File: src/rtl/cic_pkg.sv
package cic_pkg;
  parameter int CIC_ORDER   = 3;   // integrator / comb stage count
  parameter int CIC_LOG_MIN = 5;   // log2 of the smallest ratio
  parameter int CIC_NRATIO  = 7;   // number of selectable ratios
  parameter int CIC_OUT_W   = 14;  // output word width
  parameter int CIC_CODE_W  = 4;   // ratio code width
  parameter int CIC_SKIP    = 3;   // results dropped after a flush
endpackage

File: src/rtl/cic_integ.sv
module cic_integ #(
  parameter int ORDER = 3,
  parameter int ACC_W = 35
) (
  input  logic             clk,
  input  logic             rst_n,
  input  logic             clr,
  input  logic             en,
  input  logic             in_bit,
  output logic [ACC_W-1:0] sum_o
);
  logic [ACC_W-1:0] acc [ORDER];
  logic [ACC_W-1:0] nxt [ORDER];
  logic [ACC_W-1:0] x;

  assign x = in_bit ? ACC_W'(1) : {ACC_W{1'b1}};

  for (genvar g = 0; g < ORDER; g++) begin : g_stage
    if (g == 0) begin : g_first
      assign nxt[g] = acc[g] + x;
    end else begin : g_next
      assign nxt[g] = acc[g] + nxt[g-1];
    end
    always_ff @(posedge clk or negedge rst_n) begin
      if (!rst_n)    acc[g] <= '0;
      else if (clr)  acc[g] <= '0;
      else if (en)   acc[g] <= nxt[g];
    end
  end

  assign sum_o = nxt[ORDER-1];
endmodule

File: src/rtl/cic_comb.sv
module cic_comb #(
  parameter int ORDER = 3,
  parameter int ACC_W = 35
) (
  input  logic             clk,
  input  logic             rst_n,
  input  logic             clr,
  input  logic             en,
  input  logic [ACC_W-1:0] din,
  output logic [ACC_W-1:0] dout
);
  logic [ACC_W-1:0] dly  [ORDER];
  logic [ACC_W-1:0] src  [ORDER];
  logic [ACC_W-1:0] diff [ORDER];

  for (genvar g = 0; g < ORDER; g++) begin : g_stage
    if (g == 0) begin : g_first
      assign src[g] = din;
    end else begin : g_next
      assign src[g] = diff[g-1];
    end
    assign diff[g] = src[g] - dly[g];
    always_ff @(posedge clk or negedge rst_n) begin
      if (!rst_n)   dly[g] <= '0;
      else if (clr) dly[g] <= '0;
      else if (en)  dly[g] <= src[g];
    end
  end

  assign dout = diff[ORDER-1];
endmodule

File: src/rtl/cic_ratio_ctrl.sv
module cic_ratio_ctrl #(
  parameter int LOG_MIN = 5,
  parameter int NRATIO  = 7,
  parameter int CODE_W  = 4,
  parameter int SKIP    = 3,
  localparam int IDX_W  = $clog2(NRATIO),
  localparam int CNT_W  = LOG_MIN + NRATIO - 1,
  localparam int SKIP_W = $clog2(SKIP + 1)
) (
  input  logic              clk,
  input  logic              rst_n,
  input  logic [CODE_W-1:0] ratio_code,
  input  logic              in_valid,
  input  logic              out_valid,
  input  logic              out_ready,
  output logic              in_ready,
  output logic              fire,
  output logic              flush,
  output logic              comb_en,
  output logic              emit,
  output logic [IDX_W-1:0]  act_idx
);
  logic [IDX_W-1:0]  req_idx;
  logic [CNT_W-1:0]  cnt;
  logic [SKIP_W-1:0] skip_cnt;
  logic              last;

  assign req_idx  = (ratio_code > CODE_W'(NRATIO - 1)) ? IDX_W'(NRATIO - 1)
                                                        : ratio_code[IDX_W-1:0];
  assign flush    = (req_idx != act_idx);
  assign in_ready = !flush && !(out_valid && !out_ready);
  assign fire     = in_valid && in_ready;
  assign last     = (cnt == CNT_W'((32'd1 << (LOG_MIN + 32'(act_idx))) - 32'd1));
  assign comb_en  = fire && last;
  assign emit     = comb_en && (skip_cnt == '0);

  always_ff @(posedge clk or negedge rst_n) begin
    if (!rst_n) begin
      act_idx  <= '0;
      cnt      <= '0;
      skip_cnt <= SKIP_W'(SKIP);
    end else if (flush) begin
      act_idx  <= req_idx;
      cnt      <= '0;
      skip_cnt <= SKIP_W'(SKIP);
    end else if (fire) begin
      cnt <= last ? '0 : cnt + 1'b1;
      if (last && skip_cnt != '0) skip_cnt <= skip_cnt - 1'b1;
    end
  end
endmodule

File: src/rtl/cic_window.sv
module cic_window #(
  parameter int ORDER   = 3,
  parameter int LOG_MIN = 5,
  parameter int NRATIO  = 7,
  parameter int OUT_W   = 14,
  parameter int ACC_W   = 35,
  localparam int IDX_W  = $clog2(NRATIO)
) (
  input  logic             clk,
  input  logic             rst_n,
  input  logic             flush,
  input  logic             emit,
  input  logic             out_ready,
  input  logic [IDX_W-1:0] sel,
  input  logic [ACC_W-1:0] acc_in,
  output logic             out_valid,
  output logic [OUT_W-1:0] out_data
);
  logic [OUT_W-1:0] cand [NRATIO];
  logic [NRATIO-1:0] sat;
  logic [OUT_W-1:0] word;

  for (genvar g = 0; g < NRATIO; g++) begin : g_pos
    localparam int TOP = ORDER * (LOG_MIN + g);
    assign cand[g] = acc_in[TOP -: OUT_W];
    assign sat[g]  = (acc_in == (ACC_W'(1) << TOP));
  end

  assign word = sat[sel] ? {1'b0, {(OUT_W-1){1'b1}}} : cand[sel];

  always_ff @(posedge clk or negedge rst_n) begin
    if (!rst_n) begin
      out_valid <= 1'b0;
      out_data  <= '0;
    end else if (flush) begin
      out_valid <= 1'b0;
    end else if (emit) begin
      out_valid <= 1'b1;
      out_data  <= word;
    end else if (out_ready) begin
      out_valid <= 1'b0;
    end
  end
endmodule

File: src/rtl/cic_decim.sv
module cic_decim
  import cic_pkg::*;
#(
  parameter int ORDER   = CIC_ORDER,
  parameter int LOG_MIN = CIC_LOG_MIN,
  parameter int NRATIO  = CIC_NRATIO,
  parameter int OUT_W   = CIC_OUT_W,
  parameter int CODE_W  = CIC_CODE_W,
  parameter int SKIP    = CIC_SKIP,
  localparam int LOG_MAX = LOG_MIN + NRATIO - 1,
  localparam int ACC_W   = ORDER * LOG_MAX + 2,
  localparam int IDX_W   = $clog2(NRATIO)
) (
  input  logic              clk,
  input  logic              rst_n,
  input  logic              in_valid,
  output logic              in_ready,
  input  logic              in_bit,
  input  logic [CODE_W-1:0] ratio_code,
  output logic              out_valid,
  input  logic              out_ready,
  output logic [OUT_W-1:0]  out_data
);
  logic             fire, flush_req, comb_en, emit;
  logic [IDX_W-1:0] act_idx;
  logic [ACC_W-1:0] integ_sum, comb_out;

  cic_ratio_ctrl #(.LOG_MIN(LOG_MIN), .NRATIO(NRATIO), .CODE_W(CODE_W), .SKIP(SKIP)) ctrl_i (
    .clk(clk), .rst_n(rst_n), .ratio_code(ratio_code), .in_valid(in_valid),
    .out_valid(out_valid), .out_ready(out_ready), .in_ready(in_ready),
    .fire(fire), .flush(flush_req), .comb_en(comb_en), .emit(emit), .act_idx(act_idx)
  );

  cic_integ #(.ORDER(ORDER), .ACC_W(ACC_W)) integ_i (
    .clk(clk), .rst_n(rst_n), .clr(flush_req), .en(fire), .in_bit(in_bit), .sum_o(integ_sum)
  );

  cic_comb #(.ORDER(ORDER), .ACC_W(ACC_W)) comb_i (
    .clk(clk), .rst_n(rst_n), .clr(flush_req), .en(comb_en), .din(integ_sum), .dout(comb_out)
  );

  cic_window #(.ORDER(ORDER), .LOG_MIN(LOG_MIN), .NRATIO(NRATIO), .OUT_W(OUT_W), .ACC_W(ACC_W)) win_i (
    .clk(clk), .rst_n(rst_n), .flush(flush_req), .emit(emit), .out_ready(out_ready),
    .sel(act_idx), .acc_in(comb_out), .out_valid(out_valid), .out_data(out_data)
  );
endmodule

File: config.mk
export PLATFORM = sky130hd
export DESIGN_NAME = cic_decim
export DESIGN_NICKNAME = d
export VERILOG_FILES = /design/src/rtl/cic_pkg.sv /design/src/rtl/cic_integ.sv /design/src/rtl/cic_comb.sv /design/src/rtl/cic_ratio_ctrl.sv /design/src/rtl/cic_window.sv /design/src/rtl/cic_decim.sv
export SDC_FILE = /design/constraint.sdc
export NUM_CORES = 1
export LEC_CHECK = 0
export ABC_CLOCK_PERIOD_IN_PS = 14500
export BUFFER_PORTS_ARGS = -buffer_cell sky130_fd_sc_hd__buf_2
export CORE_MARGIN = 4
export CORE_UTILIZATION = 60
export CTS_CLUSTER_DIAMETER = 50
export DETAILED_ROUTE_END_ITERATION = 6
export GPL_ROUTABILITY_DRIVEN = 0
export PLACE_DENSITY = 0.77
export SLEW_MARGIN = 25
export SYNTH_ARGS = -nofsm -noshare
export SYNTH_HDL_FRONTEND = slang
export SYNTH_SLANG_ARGS = --single-unit
File: constraint.sdc
create_clock -name clk -period 14.5 [get_ports clk]
set_input_delay 1.45 -clock clk [delete_from_list [all_inputs] [get_ports clk]]
set_output_delay 1.45 -clock clk [all_outputs]
set_load 0.03 [all_outputs]
==> results.md <==
- Main synth FF type: dfrtp_1
- Final Instance Area: 22750 µm²
- Vias: 18960
- Post-synthesis sequential area ratio: 28.60%
- Grt ovf: 0
- CP startpoint: in_bit
- RSZ-0062 raised after global routing: false
- DRC viols: 0
- Full die area: 38220 µm²
- CP startpoint kind: primary input
- Via/cell ratio: 6.161
- FF-to-FF path depth: 52
- Final ANT Viol Nets: 0
- Postcts setup bufs: 0
- FILL cells: 2884
- Routed WL per cell: 16.62 µm
- Initial antenna violation count: 0
- Post-Syn Instances: 2626
- Detailed Routing Iterations Pass 1: 6
- TritonCTS Buffers: 36
- First-pass GRT wire length: 87.18 mm
- PostCTS Resize Cnt: 0
- Finished Core Util: 65.69%
- Fmax: 75.11 MHz
- Layout Nets: 2820
- WL final: 51.14 mm
- Vias in the first global route: 18370
- Met2 routed WL: 23.99 mm
- Layout cells sized above 1: 6.407%
- Number of enable flip-flop cells after synthesis: 0
- Fin Clk Skew: 0.02158 ns
- Status: finished, final reports clean
- Io pins: 25
- FFs w/ async S/R, synth: 100.0%
- Min Tclk post-route: 13.31 ns
- Min-delay src: win_i.out_data[6]
- Clock Path Buffers: 3
- Slew HR: 12.58%
- Reg-to-reg slack, setup: 2.15 ns
- CTS tree: done
- Met3 wire len: 2.573 mm
- Die Span Y: 195.5 µm
- Top layer in use: met4
- Pin count of the biggest net entering global routing: 194
- Synth warn: 0
- M1 WL: 23.30 mm
- FP Rows: 68
- Seq cells post-synth: 241
- Setup Viol. Count Final: 0
- # clock sinks: 241
- GRT Total Usage: 26.29%
- Clk root buf: clkbuf_16
- Core Region: 34630 µm²
- # diodes: 0
- Least-Margin Pin Slew: 1.311 ns
- Worst hold path class: reg2reg
- Final hold vios: 0
- Synthesized Nets: 2848
- Most frequent cell on the critical path: o21ai_0
- Worst-Skew Late Latency: 0.56 ns
- Final worst-path cycle share: 91.83%
- Crit path to: win_i.out_data[13]
- Synthesized area: 21090 µm²
- Chip Width: 195.5 µm
- Crit. End Element: flop
- Reg2reg start: integ_i.acc[71]
- Setup_tns: 0 ns
- Area grow syn2layout: 7.848%
- Max cap viols: 0
- Starting Density: 60.91%
- Multi-input gate area: 13950 µm²
- PortBufs: 24
- Distinct cell type count after synthesis: 94
- H-tree depth: 2
- Crit path DAT: 13.74 ns
- Worst-path clk slew: 0.06 ns
- CP max-delay cell: o311ai_0
- Syn Area/Cell: 8.032 µm²
- Critical path's largest stage delay: 0.72 ns
- Slew Limit Fails: 0
- Crit path kind: in2reg
- Instance area at placement: 21510 µm²
- Worst R2R End: win_i.out_data[13]
- First DRT Iteration DRCs: 1526
- FF/Latch Area: 6033 µm²
- Cts hold-fix bufs: 0
- Crit path required time: 14.93 ns
- DPL Wire Length: 35.88 mm
- Crit Path Max Fanout: 14
[worst max-delay path: cells and delay by family]
kind	cells	cell delay, ns
simple gates	13	2.23
buf+inv	2	0.44
xor+xnor	3	0.59
compound gates	30	6.99
fa+ha+maj	6	2.04
[cell type report]
| cell class | count | share of cell area [%] |
|---|---|---|
| Clock buffer | 49 | 4.527 |
| Multi-Input combinational cell | 2092 | 61.34 |
| Clock inverter | 13 | 0.9130 |
| Sequential cell | 241 | 26.52 |
| Tap cell | 455 | 2.503 |
| Timing Repair Buffer | 37 | 1.056 |
| Inverter | 190 | 3.135 |
[how the worst min path moves through the flow]
stage	endpoint	slack, ns	depth (start not counted)
finish	win_i.out_data[6]	0.50	2
global placement	win_i.out_data[5]	0.47	2
detailed placement	win_i.out_data[1]	0.49	2
floorplan	comb_i.dly[71]	0.47	2
CTS	win_i.out_data[1]	0.50	2
global route	win_i.out_data[1]	0.52	2
[routing by layer]
metal,vias up,track usage (%)
li1,9273,-
met1,9111,35.63
met2,475,43.28
met3,99,4.262
met4,0,8.379
met5,-,0
[kinds of logic (layout without fill, tap and decap cells)]
group / after synthesis / count (layout) / synth area share (%)
AO/OA/AOI/OAI: 834 / 834 / 25.20
AND/OR/NAND/NOR: 814 / 814 / 17.74
buffers and inverters: 293 / 289 / 5.368
flip-flops: 241 / 241 / 28.60
adder cells (fa/ha/maj): 213 / 213 / 12.81
XOR/XNOR: 201 / 201 / 8.548
multiplexers: 30 / 30 / 1.732
[cells in the final DEF (no fill, tap or decap), types with 32 or more instances in the layout]
| master | Yosys | final |
|---|---|---|
| o31ai_1 | 78 | 78 |
| clkbuf_16 | 0 | 36 |
| nand2_1 | 367 | 366 |
| nor2_1 | 166 | 166 |
| inv_1 | 187 | 187 |
| o21ai_0 | 141 | 140 |
| xnor2_1 | 150 | 150 |
| nor3_1 | 39 | 39 |
| o21bai_1 | 32 | 32 |
| nand3_1 | 63 | 63 |
| dfrtp_1 | 239 | 239 |
| a21oi_1 | 293 | 293 |
| ha_1 | 208 | 208 |
| xor2_1 | 48 | 48 |
| a21o_1 | 89 | 89 |
[flip-flops by register name, indices dropped and copies added (netlist names)]
register,flops
comb_i.dly,105
integ_i.acc,105
win_i.out_data,14
ctrl_i.cnt,11
ctrl_i.act_idx,3
ctrl_i.skip_cnt,2
win_i.out_valid,1
[per-stage QoR]
step	hold WS, ns	setup WS (ns)	instances
3_3_place_gp	0.4730	1.318	3015
2_1_floorplan	0.4688	2.265	2626
4_1_cts	0.4979	1.360	3077
6_report	0.4984	1.185	3077
3_5_place_dp	0.4854	0.8905	3015
5_1_grt	0.5183	0.1173	3077
[cells in the mapped netlist, drive strengths merged, types with 68 or more instances]
master  instances  area share, %
nand2         369            6.6
clkbuf         86            1.5
ha            208             12
o31ai          79            2.8
o21ai         145            3.4
a21oi         295            7.0
a21o           89            3.2
nor2          166            3.0
nand3          68            1.7
dfrtp         239             28
inv           189            3.4
xnor2         150            6.2
Power is left out: the tool's default activity adds up to more than one toggle a clock period on the data nets, which glitch-free logic cannot reach.
